## src/rtl/clkdiv_pkg.sv

```systemverilog
package clkdiv_pkg;
  localparam int REG_W   = 16;
  localparam int DIV_W   = 8;
  localparam int NUM_SRC = 2;
  localparam int SEL_W   = $clog2(NUM_SRC);

  localparam int EN_BIT  = 15;
  localparam int SEL_BIT = 14;
  localparam int SPD_BIT = 13;

  localparam logic [DIV_W-1:0] DIV_RST = DIV_W'(10);
  localparam logic [DIV_W-1:0] DIV_MIN = DIV_W'(2);

  localparam logic [REG_W-1:0] WR_MASK =
      (REG_W'(1) << EN_BIT) | (REG_W'(1) << SEL_BIT) |
      (REG_W'(1) << SPD_BIT) | REG_W'({DIV_W{1'b1}});
  localparam logic [REG_W-1:0] REG_RST = (REG_W'(1) << EN_BIT) | REG_W'(DIV_RST);

  typedef struct packed {
    logic             en;
    logic [SEL_W-1:0] sel;
    logic             spd;
    logic [DIV_W-1:0] div;
  } cfg_t;
endpackage

```

## src/rtl/clkdiv_cfg.sv

```systemverilog
module clkdiv_cfg
  import clkdiv_pkg::*;
(
  input  logic             clk_i,
  input  logic             rst_ni,
  input  logic             we_i,
  input  logic [REG_W-1:0] wdata_i,
  output cfg_t             cfg_o,
  output logic [REG_W-1:0] rdata_o
);
  logic [REG_W-1:0] reg_q;

  // reserved bits are masked off on write and therefore read as zero
  always_ff @(posedge clk_i or negedge rst_ni) begin
    if (!rst_ni)   reg_q <= REG_RST;
    else if (we_i) reg_q <= wdata_i & WR_MASK;
  end

  always_comb begin
    cfg_o.en  = reg_q[EN_BIT];
    cfg_o.sel = reg_q[SEL_BIT -: SEL_W];
    cfg_o.spd = reg_q[SPD_BIT];
    cfg_o.div = reg_q[DIV_W-1:0];
  end

  assign rdata_o = reg_q;
endmodule

```

## src/rtl/clkdiv_src_mux.sv

```systemverilog
module clkdiv_src_mux #(
  parameter int NUM_SRC = 2,
  parameter int SEL_W   = $clog2(NUM_SRC)
) (
  input  logic [NUM_SRC-1:0] ticks_i,
  input  logic [SEL_W-1:0]   sel_i,
  output logic               tick_o
);
  logic [NUM_SRC-1:0] hit;

  for (genvar g = 0; g < NUM_SRC; g++) begin : g_src
    assign hit[g] = ticks_i[g] && (sel_i == SEL_W'(g));
  end

  assign tick_o = |hit;
endmodule

```

## src/rtl/clkdiv_core.sv

```systemverilog
module clkdiv_core #(
  parameter int DIV_W = 8,
  parameter int SEL_W = 1
) (
  input  logic             clk_i,
  input  logic             rst_ni,
  input  logic             tick_i,
  input  logic             cfg_en_i,
  input  logic [SEL_W-1:0] cfg_sel_i,
  input  logic [DIV_W-1:0] cfg_div_i,
  input  logic [DIV_W-1:0] div_min_i,
  output logic [SEL_W-1:0] act_sel_o,
  output logic             act_run_o,
  output logic [DIV_W-1:0] act_div_o,
  output logic [DIV_W-1:0] cnt_o,
  output logic             clk_o
);
  logic             run_q, run_n;
  logic [SEL_W-1:0] sel_q, sel_n;
  logic [DIV_W-1:0] div_q, div_n;
  logic [DIV_W-1:0] cnt_q, cnt_n;
  logic [DIV_W:0]   hi_n;
  logic             out_q, out_n;
  logic             last, bnd;

  always_comb begin
    last  = run_q && tick_i && (cnt_q == div_q - DIV_W'(1));
    bnd   = !run_q || last;
    run_n = run_q;
    sel_n = sel_q;
    div_n = div_q;
    cnt_n = cnt_q;
    if (bnd) begin
      // settings are only taken over between periods
      run_n = cfg_en_i && (cfg_div_i >= div_min_i);
      sel_n = cfg_sel_i;
      div_n = cfg_div_i;
      cnt_n = '0;
    end else if (tick_i) begin
      cnt_n = cnt_q + DIV_W'(1);
    end
    hi_n  = ({1'b0, div_n} + (DIV_W+1)'(1)) >> 1;
    out_n = run_n && ({1'b0, cnt_n} < hi_n);
  end

  always_ff @(posedge clk_i or negedge rst_ni) begin
    if (!rst_ni) begin
      run_q <= 1'b0;
      sel_q <= '0;
      div_q <= '0;
      cnt_q <= '0;
      out_q <= 1'b0;
    end else begin
      run_q <= run_n;
      sel_q <= sel_n;
      div_q <= div_n;
      cnt_q <= cnt_n;
      out_q <= out_n;
    end
  end

  assign act_sel_o = sel_q;
  assign act_run_o = run_q;
  assign act_div_o = div_q;
  assign cnt_o     = cnt_q;
  assign clk_o     = out_q;
endmodule

```

## src/rtl/clkdiv_gen.sv

```systemverilog
module clkdiv_gen
  import clkdiv_pkg::*;
(
  input  logic             clk_i,
  input  logic             rst_ni,
  input  logic             src_a_tick_i,
  input  logic             src_b_tick_i,
  input  logic             cfg_we_i,
  input  logic [REG_W-1:0] cfg_wdata_i,
  output logic [REG_W-1:0] cfg_rdata_o,
  output logic             div_clk_o
);
  cfg_t             cfg;
  logic             tick;
  logic [SEL_W-1:0] act_sel;
  logic             act_run;
  logic [DIV_W-1:0] act_div;
  logic [DIV_W-1:0] act_cnt;
  logic             spd_flag;

  clkdiv_cfg u_cfg (
    .clk_i   (clk_i),
    .rst_ni  (rst_ni),
    .we_i    (cfg_we_i),
    .wdata_i (cfg_wdata_i),
    .cfg_o   (cfg),
    .rdata_o (cfg_rdata_o)
  );

  // pad speed flag is storage only
  assign spd_flag = cfg.spd;

  clkdiv_src_mux #(.NUM_SRC(NUM_SRC), .SEL_W(SEL_W)) u_mux (
    .ticks_i ({src_b_tick_i, src_a_tick_i}),
    .sel_i   (act_sel),
    .tick_o  (tick)
  );

  clkdiv_core #(.DIV_W(DIV_W), .SEL_W(SEL_W)) u_core (
    .clk_i     (clk_i),
    .rst_ni    (rst_ni),
    .tick_i    (tick),
    .cfg_en_i  (cfg.en),
    .cfg_sel_i (cfg.sel),
    .cfg_div_i (cfg.div),
    .div_min_i (DIV_MIN),
    .act_sel_o (act_sel),
    .act_run_o (act_run),
    .act_div_o (act_div),
    .cnt_o     (act_cnt),
    .clk_o     (div_clk_o)
  );
endmodule

```

## config.mk

```make
export PLATFORM = sky130hd
export DESIGN_NAME = clkdiv_gen
export DESIGN_NICKNAME = d
export VERILOG_FILES = /design/src/rtl/clkdiv_pkg.sv /design/src/rtl/clkdiv_cfg.sv /design/src/rtl/clkdiv_src_mux.sv /design/src/rtl/clkdiv_core.sv /design/src/rtl/clkdiv_gen.sv
export SDC_FILE = /design/constraint.sdc
export NUM_CORES = 1
export LEC_CHECK = 0
export BUFFER_PORTS_ARGS = -buffer_cell sky130_fd_sc_hd__buf_2
export CAP_MARGIN = 20
export CORE_MARGIN = 2
export CORE_UTILIZATION = 50
export DETAILED_ROUTE_END_ITERATION = 8
export PLACE_DENSITY = 0.73
export SLEW_MARGIN = 0
export SYNTH_ARGS = -nofsm -noshare
export SYNTH_HDL_FRONTEND = slang
export SYNTH_SLANG_ARGS = --single-unit
```

## constraint.sdc

```tcl
create_clock -name clk_i -period 11.9 [get_ports clk_i]
set_input_delay 1.19 -clock clk_i [delete_from_list [all_inputs] [get_ports clk_i]]
set_output_delay 1.19 -clock clk_i [all_outputs]
set_load 0.02 [all_outputs]
```

* Word-level counts from Yosys, hierarchy flattened
Cells that the tools add are included.
** Storage, ports and cells
- Flip-flop bits (word level) :: 30
- Output and inout bits :: 17
- Memories kept :: 0
- Bits in read-only memories :: 0
- Memory bits (writable) :: 0
- Bits in latches :: 0
- Input port bits :: 21
- Logic and storage cells :: 26
** Cells by class
- Multipliers :: 0
- $add $sub $neg :: 3
- Div/mod/pow operators :: 0
- Bitwise gates (word level) :: 1
- Eq/ne operators :: 1
- Magnitude comparators :: 2
- Mux-type cells :: 4
- Reduce and logical (&&, ||, !) cells :: 9
- Shifts and indexed selects :: 0
** Operators with widths (count)
- $mux 8 :: 3
- $add 8x1->9 const B :: 1
- $add 8x1->8 const B :: 1
- $eq 8x8->1 :: 1
- $ge 8x2->1 const B :: 1
- $lt 8x8->1 :: 1
- $sub 8x1->8 const B :: 1
- $logic_and 1x1->1 :: 6
- $reduce_or 2->1 :: 1
- $logic_not 1->1 :: 1
- $logic_or 1x1->1 :: 1
- $mux 1 :: 1
- $not 1->1 :: 1

* Logic depth before layout (Yosys ltp)
Gate-level depths: netlist of the first run.
- Depth after elaboration :: 10
- Gate-level depth with buffers :: 20
- Depth with buffers taken out :: 19

* By module
Synthesis of the first run repeated with hierarchy kept, for this count alone.
** Second synthesis, totals
- Cells, all modules :: 239
- Area, all modules :: 2359.8 um2
** Modules (own cells, without submodules)
- clkdiv_core :: cells each 196, area each 1761.7 um2, times used 1, seq. area each 475.5 um2
- clkdiv_cfg :: cells each 40, area each 575.6 um2, times used 1, seq. area each 279.0 um2
- clkdiv_src_mux :: cells each 1, area each 15.0 um2, times used 1, seq. area each 0.0 um2
- clkdiv_gen :: cells each 2, area each 7.5 um2, times used 1, seq. area each 0.0 um2

* Worst setup path before layout of the first run
No wires, ideal clock.
- Path kind :: input port to flip-flop
- Start :: input src_b_tick_i
- End :: register u_core.out_q (netlist: u_core.clk_o)
- Data required time :: 11.823 ns
- Stages :: 17
- Data arrival time :: 4.330 ns
- Slack :: 7.493 ns
- Buffers on the path :: 1
- Setup time :: 0.077 ns
- Path through :: mux2_2 > nand4_1 > o41ai_4 > buf_4 > nand2_1 > o21ai_0 > ha_1 > and3_1 > nand3_1 > xor2_1 > mux2_2 > ha_1 > nand4_1 > nor2_1 > a211o_1 > a221o_1 > a21oi_1
** Between the ends
- Cells in the longest elaborated chain, start to end :: 9
- Elaborated cells between the ends (all ways) :: 12
- Those cells by class :: add/sub: 1; order compare: 1; mux: 4; reduce/logical: 6
** RTL lines
- start: declaration :: RTL line clkdiv_gen.sv:7 : input logic src_b_tick_i,
- $logic_and 1x1->1 :: RTL line clkdiv_src_mux.sv:12 : assign hit[g] = ticks_i[g] && (sel_i == SEL_W'(g));
- $reduce_or 2->1 :: RTL line clkdiv_src_mux.sv:15 : assign tick_o = |hit;
- $logic_and 1x1->1 (2 in a row) :: RTL line clkdiv_core.sv:27 : last = run_q && tick_i && (cnt_q == div_q - DIV_W'(1));
- $logic_or 1x1->1 :: RTL line clkdiv_core.sv:28 : bnd = !run_q || last;
- $mux 8 :: RTL line clkdiv_core.sv:33 : if (bnd) begin
- via u_core.div_n[0] :: RTL line clkdiv_core.sv:20 : logic [DIV_W-1:0] div_q, div_n;
- $add 8x1->9 :: RTL line clkdiv_core.sv:42 : hi_n = ({1'b0, div_n} + (DIV_W+1)'(1)) >> 1;
- $lt 8x8->1 :: RTL line clkdiv_core.sv:43 : out_n = run_n && ({1'b0, cnt_n} < hi_n);
- $logic_and 1x1->1 :: RTL line clkdiv_core.sv:43
- via u_core.out_n :: RTL line clkdiv_core.sv:23 : logic out_q, out_n;
- end signal: assignment :: RTL line clkdiv_core.sv:58 : out_q <= out_n;
- end: declaration :: RTL line clkdiv_core.sv:23
The timed path passes the listed nets, and every way through them passes these cells.
A chain may end at the register's enable or synchronous reset.

* Worst setup path in the final report of the first run
Same ends and word-level chain as after synthesis.

==> impl_metrics.py, run 1 <==
metrics = {
    "clocking": {
        "cts_hold_buf": 0,
        "cts-root-buf": "clkbuf_8",
        "clk_pin_slew_worst_paths_ps": 60,
        "clk_latency_ps": 290,
        "htreeDepth": 2,
        "post_cts_buffers": 0,
        "cts_resized": 0,
        "cts_tree": "yes",
        "clock_path_buffers": 2,
        "clkSinkCount": 30,
        "cts_buffers": 5,
    },
    "global_route": {
        "top_usage_layer": "met2",
        "grt_pass1_vias": 1475,
        "met2_usage_pct": 34.4,
        "met1_usage_pct": 26.0,
        "grt_util_met3_pct": 4.60,
        "grt_pass1_wl_um": 6800,
        "track_usage_pct": 20.6,
        "antenna_found_initial": 0,
        "grt_max_degree": 33,
        "grt_overflow": 0,
    },
    "worst_setup_path": {
        "crit_arrival_ps": 4770,
        "r2r_cells": 20,
        "crit_required_ps": 12120,
        "path_class": "in2reg",
        "rrSetupSlack_ps": 7390,
        "start_kind": "input pin",
        "cp_max_fo": 32,
        "critPathCaptureType": "register",
    },
    "worst_hold_path": {
        "hold_class": "reg2reg",
        "whs_path_depth": 1,
    },
    "outcome": {
        "outcome": "complete, no violations",
    },
    "synthesis": {
        "yosys_register_bits": 30,
        "syn_area_sq_um": 1930,
        "ys_seq_area_share_pct": 39.1,
        "yosys_warnings": 0,
        "synth.distinct_cells": 39,
        "syn_avg_cell_area_sq_um": 10.4,
        "synth_cells": 186,
    },
    "sta": {
        "fmax_mhz": 220,
        "hold_violations": 0,
        "fin_crit_ps": 4550,
        "fin_hold_ws_ps": 512,
        "worst_pin_slew_ps": 641,
        "fin_crit_sh_pct": 38.2,
        "report.final.slew_viol_count": 0,
        "setup_viol": 0,
        "tns_ps": 0,
        "skew_ps": 6.98,
        "maxSlewHeadroom_pct": 57.3,
        "rsz0062_at_grt": "false",
    },
    "drt": {
        "drt-initial-drc-count": 51,
        "routed_wl_um": 3770,
        "firstDrtPassIters": 4,
        "antenna_left": 0,
        "wl_per_cell_um": 14.5,
        "num_vias": 1430,
        "drcViolationCount": 0,
        "vias_per_cell": 5.52,
    },
    "floorplan": {
        "fp.dieArea_sq_um": 4380,
        "io_pins": 38,
        "rows": 22,
        "core_sq_um": 3690,
        "die_h_um": 66.2,
        "die_w_um": 66.2,
        "start_util_pct": 52.4,
    },
    "final_layout": {
        "finalNonFillerCells": 259,
        "fin_util_pct": 57.8,
        "area_growth_pct": 10.4,
        "drive_gt1_share_pct": 28.4,
        "diodes": 0,
        "fin_nets": 241,
    },
    "place": {
        "placedCellCount": 251,
        "gp_congestion": 0.846,
        "dpl.hpwl_um": 2810,
        "port_buffers": 27,
    },
    "pwr": {
        "p_leak_nw": 1.03,
        "ir_drop_mv": 0.0948,
        "power_density_nw_per_um2": 161,
    },
    "job": {
        "cap_violations": 0,
    },
}
## sequential cells by signal, summed over array words and instances (netlist names)
name,flops
u_core.cnt_o,8
u_cfg.rdata_o,11
u_core.act_run_o,1
u_core.clk_o,1
u_core.act_sel_o,1
u_core.act_div_o,8
## worst max-delay path: stages
cell and delay (ps):
buf_2 70, mux2_2 220, nand4_1 150, o41ai_4 340, buf_4 370, nand2_1 90
o21ai_0 120, ha_1 300, and3_1 220, nand3_1 100, xor2_1 160, mux2_2 270
ha_1 290, nand4_1 140, nor2_1 90, a211o_1 250, a221o_1 270, a21oi_1 120
## cells in the mapped netlist
| cell type | n | area, sq um |
|---|---|---|
| xor2_1 | 15 | 131 |
| nand2_1 | 8 | 30.0 |
| conb_1 | 1 | 3.75 |
| nor4_4 | 1 | 21.3 |
| mux2_2 | 18 | 203 |
| o22ai_1 | 1 | 6.26 |
| inv_1 | 4 | 15.0 |
| nand4_1 | 6 | 37.5 |
| nand3_1 | 9 | 45.0 |
| buf_2 | 3 | 15.0 |
| nand2b_1 | 3 | 18.8 |
| a31oi_1 | 1 | 6.26 |
| nand4b_1 | 1 | 8.76 |
| a21o_1 | 2 | 15.0 |
| and4_1 | 1 | 8.76 |
| o21ai_0 | 3 | 15.0 |
| a31o_2 | 1 | 8.76 |
| o211ai_1 | 1 | 7.51 |
| dfstp_2 | 3 | 78.8 |
| xnor2_1 | 11 | 96.3 |
| o41ai_1 | 1 | 8.76 |
| a221o_1 | 1 | 10.0 |
| buf_6 | 2 | 22.5 |
| o211a_1 | 1 | 10.0 |
| o31a_1 | 1 | 8.76 |
| mux2i_1 | 1 | 10.0 |
| o41ai_4 | 1 | 27.5 |
| mux2_4 | 1 | 15.0 |
| dfrtp_1 | 27 | 676 |
| and3_1 | 4 | 25.0 |
| a21oi_1 | 9 | 45.0 |
| buf_1 | 1 | 3.75 |
| buf_4 | 9 | 67.6 |
| nor2_1 | 18 | 67.6 |
| or4_1 | 1 | 7.51 |
| ha_1 | 10 | 125 |
| nor3_1 | 3 | 15.0 |
| nor4_1 | 1 | 6.26 |
| a211o_1 | 1 | 8.76 |
## power breakdown
group / internal [mW] / switching, mW / leakage (nW)
clock: 0.0465 / 0.0373 / 0.0482
sequential: 0.120 / 0.0217 / 0.373
combinational: 0.0563 / 0.0625 / 0.607
total: 0.223 / 0.121 / 1.03
## metrics by stage
stage	worst slack [ps]	cell area, sq um	power, mW
6_report	7350	2130	0.344
5_1_grt	6990	2130	0.371
4_1_cts	7350	2130	0.346
3_5_place_dp	7050	2040	0.262
3_3_place_gp	7060	2040	0.258
2_1_floorplan	7490	1950	0.232
## path summary, 6_finish.rpt
check                                              start                       endpoint
max                                         src_b_tick_i         u_core.clk_o$_DFF_PN0_
min                        u_cfg.rdata_o[13]$_DFFE_PN0P_  u_cfg.rdata_o[13]$_DFFE_PN0P_
max reg2reg                u_core.act_div_o[0]$_DFF_PN0_         u_core.clk_o$_DFF_PN0_
min reg2reg                u_cfg.rdata_o[13]$_DFFE_PN0P_  u_cfg.rdata_o[13]$_DFFE_PN0P_
max in group asynchronous                         rst_ni  u_core.act_div_o[6]$_DFF_PN0_
min in group asynchronous                         rst_ni  u_core.act_div_o[2]$_DFF_PN0_
## routing by layer
layer | wire (um) | vias up
met1 | 1700 | 677
met5 | 0 | -
li1 | - | 698
met4 | 92 | 0
met2 | 1790 | 45
met3 | 174 | 10
## kinds of logic (layout without fill, tap and decap cells)
kind of cell	Yosys count	after routing	share of synthesized area [%]
and+or+nand+nor	56	56	15.1
AOI/OAI and AO/OA	24	24	9.20
xor gates and xnor gates	26	26	11.8
muxes	20	20	11.8
buffers and inverters	19	40	6.41
DFF	30	30	39.1
adders and majority gates	10	10	6.48
other	1	5	0.194
## cell type report
type | count | area (sq um)
inverters | 4 | 15.0
clock inverters | 1 | 5.00
well taps | 48 | 60.1
fillers | 337 | 1560
repair buffers | 28 | 143
flip-flops and latches | 30 | 754
clock buffers | 7 | 86.3
multi-input cells | 141 | 1070
## cells in the final DEF, fill, tap and decap left out, drive strengths merged, types with 2 or more instances in the layout
| cell type | netlist | routed |
|---|---|---|
| a21o | 2 | 2 |
| a21oi | 9 | 9 |
| and3 | 4 | 4 |
| buf | 15 | 28 |
| clkbuf | 0 | 7 |
| conb | 1 | 5 |
| dfrtp | 27 | 27 |
| dfstp | 3 | 3 |
| ha | 10 | 10 |
| inv | 4 | 4 |
| mux2 | 19 | 19 |
| nand2 | 8 | 8 |
| nand2b | 3 | 3 |
| nand3 | 9 | 9 |
| nand4 | 6 | 6 |
| nor2 | 18 | 18 |
| nor3 | 3 | 3 |
| nor4 | 2 | 2 |
| o21ai | 3 | 3 |
| o41ai | 2 | 2 |
| xnor2 | 11 | 11 |
| xor2 | 15 | 15 |
(Power assumes the default switching activity.)
==> inputs of run 2 (changes only) <==
--- a/config.mk
+++ b/config.mk
@@ -10,7 +10,7 @@
 export CORE_MARGIN = 2
 export CORE_UTILIZATION = 50
 export DETAILED_ROUTE_END_ITERATION = 8
-export PLACE_DENSITY = 0.73
+export PLACE_DENSITY = 0.76
 export SLEW_MARGIN = 0
 export SYNTH_ARGS = -nofsm -noshare
 export SYNTH_HDL_FRONTEND = slang
==> constraint.sdc (replaced) <==
create_clock -name clk_i -period 3.95 [get_ports clk_i]
set_input_delay 0.395 -clock clk_i [delete_from_list [all_inputs] [get_ports clk_i]]
set_output_delay 0.395 -clock clk_i [all_outputs]
set_load 0.02 [all_outputs]
==> run 2 against run 1 <==
  * Die area unchanged
  * Register-to-register slack worse by 7400 ps
  * First-iteration DRC count is 25% lower
  * Design area up 8.0%
  * Worst hold slack got worse by 380 ps
  * Total power grew to 3.1 times the previous value
  * Global-route usage is 0.21 points lower
  * Combinational power rose to 3.3 times the previous value
  * Sequential power increased to 3.0 times the previous value
  * Clock power rose to 3.0 times the previous value
  * The flow now finishes with violations (setup timing)
  * Flip-flop and latch count unchanged
  * Sequential share of layout area decreased by 2.5 points
==> impl_metrics.py, run 2 (same netlist as run 1, synthesis figures left out) <==
metrics = {
    "clocking": {
        "cts_tree": "yes",
        "cts_buffers": 5,
        "clock_path_buffers": 2,
        "clk_pin_slew_worst_paths_ps": 60,
        "clk_latency_ps": 280,
        "cts-root-buf": "clkbuf_8",
        "clkSinkCount": 30,
        "cts_hold_buf": 0,
        "htreeDepth": 2,
    },
    "worst_setup_path": {
        "rrSetupSlack_ps": -20,
        "crit_top_cell": "ha_4",
        "cp_max_fo": 5,
        "path_buf_inv": 1,
        "crit_arrival_ps": 4180,
        "crit_required_ps": 4160,
        "crit_family": "compound AO/OA/AOI/OAI gates",
        "r2r-end": "u_core.clk_o$_DFF_PN0_",
        "path_class": "reg2reg",
        "critPathCaptureType": "register",
        "rr_startpoint": "u_core.act_div_o[0]$_DFF_PN0_",
        "cp_slowest_cell": "o41ai_4",
        "path_cells": "inv_2 -> ha_4 -> nand2_2 -> o211a_1 -> o31a_1 -> o41ai_4 -> nand2_1 -> o21ai_2 -> ha_2 -> and3_4 -> nand3_2 -> xor2_1 -> mux2_4 -> ha_4 -> nand4_1 -> nor2_2 -> a211o_1 -> a221o_1 -> a21oi_2",
        "slowest_delay_ps": 440,
        "start_kind": "register",
        "r2r_cells": 19,
    },
    "drt": {
        "wl_per_cell_um": 14.5,
        "routed_wl_um": 3950,
        "drcViolationCount": 0,
        "num_vias": 1490,
        "drt-initial-drc-count": 38,
        "firstDrtPassIters": 4,
        "antenna_left": 0,
        "vias_per_cell": 5.48,
    },
    "final_layout": {
        "seq_area_sq_um": 758,
        "largest_register_ffs": 11,
        "diodes": 0,
        "area_growth_pct": 19.2,
        "drive_gt1_share_pct": 40.2,
        "layout_common_cells": "buf_2 (27), dfrtp_1 (24), nor2_1 (17), mux2_2 (17), xor2_1 (15)",
        "final_common_cell": "buf_2",
        "multi_input_area_sq_um": 1140,
        "fin_nets": 254,
        "nFillCells": 325,
    },
    "floorplan": {
        "io_pins": 38,
        "core_sq_um": 3690,
        "fp.dieArea_sq_um": 4380,
        "die_w_um": 66.2,
        "die_h_um": 66.2,
        "rows": 22,
        "start_util_pct": 52.4,
    },
    "job": {
        "cap_violations": 0,
    },
    "sta": {
        "fin_crit_ps": 3970,
        "rsz0062_at_grt": "true",
        "fin_hold_ws_ps": 129,
        "fin_ws_ps": -17.5,
        "worst_pin_slew_ps": 633,
        "skew_ps": 4.62,
        "setup_viol": 1,
        "report.final.slew_viol_count": 0,
        "tns_ps": -17.5,
        "maxSlewHeadroom_pct": 57.8,
        "fin_crit_sh_pct": 100,
        "fmax_mhz": 252,
        "hold_violations": 0,
    },
    "place": {
        "gp_congestion": 0.872,
        "post-place-ws_ps": -30.8,
        "port_buffers": 27,
        "dpl.hpwl_um": 2940,
    },
    "global_route": {
        "track_usage_pct": 20.4,
        "grt_pass1_vias": 1460,
        "grt_overflow": 0,
        "grt_max_degree": 31,
        "antenna_found_initial": 0,
        "grt_pass1_wl_um": 6670,
    },
    "outcome": {
        "outcome": "finished with violations",
        "violations": "setup timing",
    },
    "pwr": {
        "ir_drop_mv": 0.270,
        "p_leak_nw": 1.10,
        "power_density_nw_per_um2": 464,
    },
    "worst_hold_path": {
        "hold_class": "in2async",
    },
}
run 2: cell type report:
class | instances | share of cell area [%]
inverter | 4 | 0.652
tap | 48 | 2.61
timing repair buffer | 41 | 10.4
clock buffer | 7 | 3.75
multi-input combinational | 141 | 49.4
sequential | 30 | 32.9
clock inverter | 1 | 0.217
run 2: layer usage:
metal  part of all wire (%)  global-route usage (%)  vias up  wire (um)
met2                     48                    33.3       44       1910
met3                    4.2                    5.11       11        164
met4                    3.0                    7.14        0        119
met1                     44                    26.3      712       1760
li1                       -                       -      723          -
met5                      0                       0        -          0
run 2: how the worst max path moves through the flow:
stage	startpoint	to	slack, ps	cells past startpoint
2_1_floorplan	u_core.act_div_o[0]$_DFF_PN0_	u_core.clk_o$_DFF_PN0_	1	20
3_3_place_gp	u_core.act_div_o[1]$_DFF_PN0_	u_core.clk_o$_DFF_PN0_	50	19
3_5_place_dp	u_core.act_div_o[1]$_DFF_PN0_	u_core.clk_o$_DFF_PN0_	-30	19
4_1_cts	u_core.act_div_o[3]$_DFF_PN0_	u_core.clk_o$_DFF_PN0_	10	18
5_1_grt	u_core.act_div_o[0]$_DFF_PN0_	u_core.clk_o$_DFF_PN0_	-170	19
6_report	u_core.act_div_o[0]$_DFF_PN0_	u_core.clk_o$_DFF_PN0_	-20	19
run 2: report_power, final:
part           internal, mW  leakage [nW]  total [mW]  switching, mW
Sequential            0.361         0.368       0.427         0.0656
Clock                 0.140        0.0482       0.248          0.108
Combinational         0.185         0.687       0.395          0.210
Total                 0.687          1.10        1.07          0.383
run 2: what timing repair did:
| action | 4_1_cts | 5_1_grt |
|---|---|---|
| resized for setup | 2 | 7 |
| setup endpoints to repair | 1 | 1 |
| pin swaps | 1 | 8 |
| endpoints found under the hold margin | 0 | 0 |
| buffers inserted | 0 | 4 |
run 2: stage by stage:
step | power (mW) | utilization [%] | cells | instance area (sq um)
2_1_floorplan | 0.704 | - | 190 | 2000
3_3_place_gp | 0.784 | 58.5 | 260 | 2160
3_5_place_dp | 0.798 | 58.5 | 260 | 2160
4_1_cts | 1.05 | 61.0 | 268 | 2250
5_1_grt | 1.14 | 62.4 | 272 | 2300
6_report | 1.07 | 62.4 | 272 | 2300
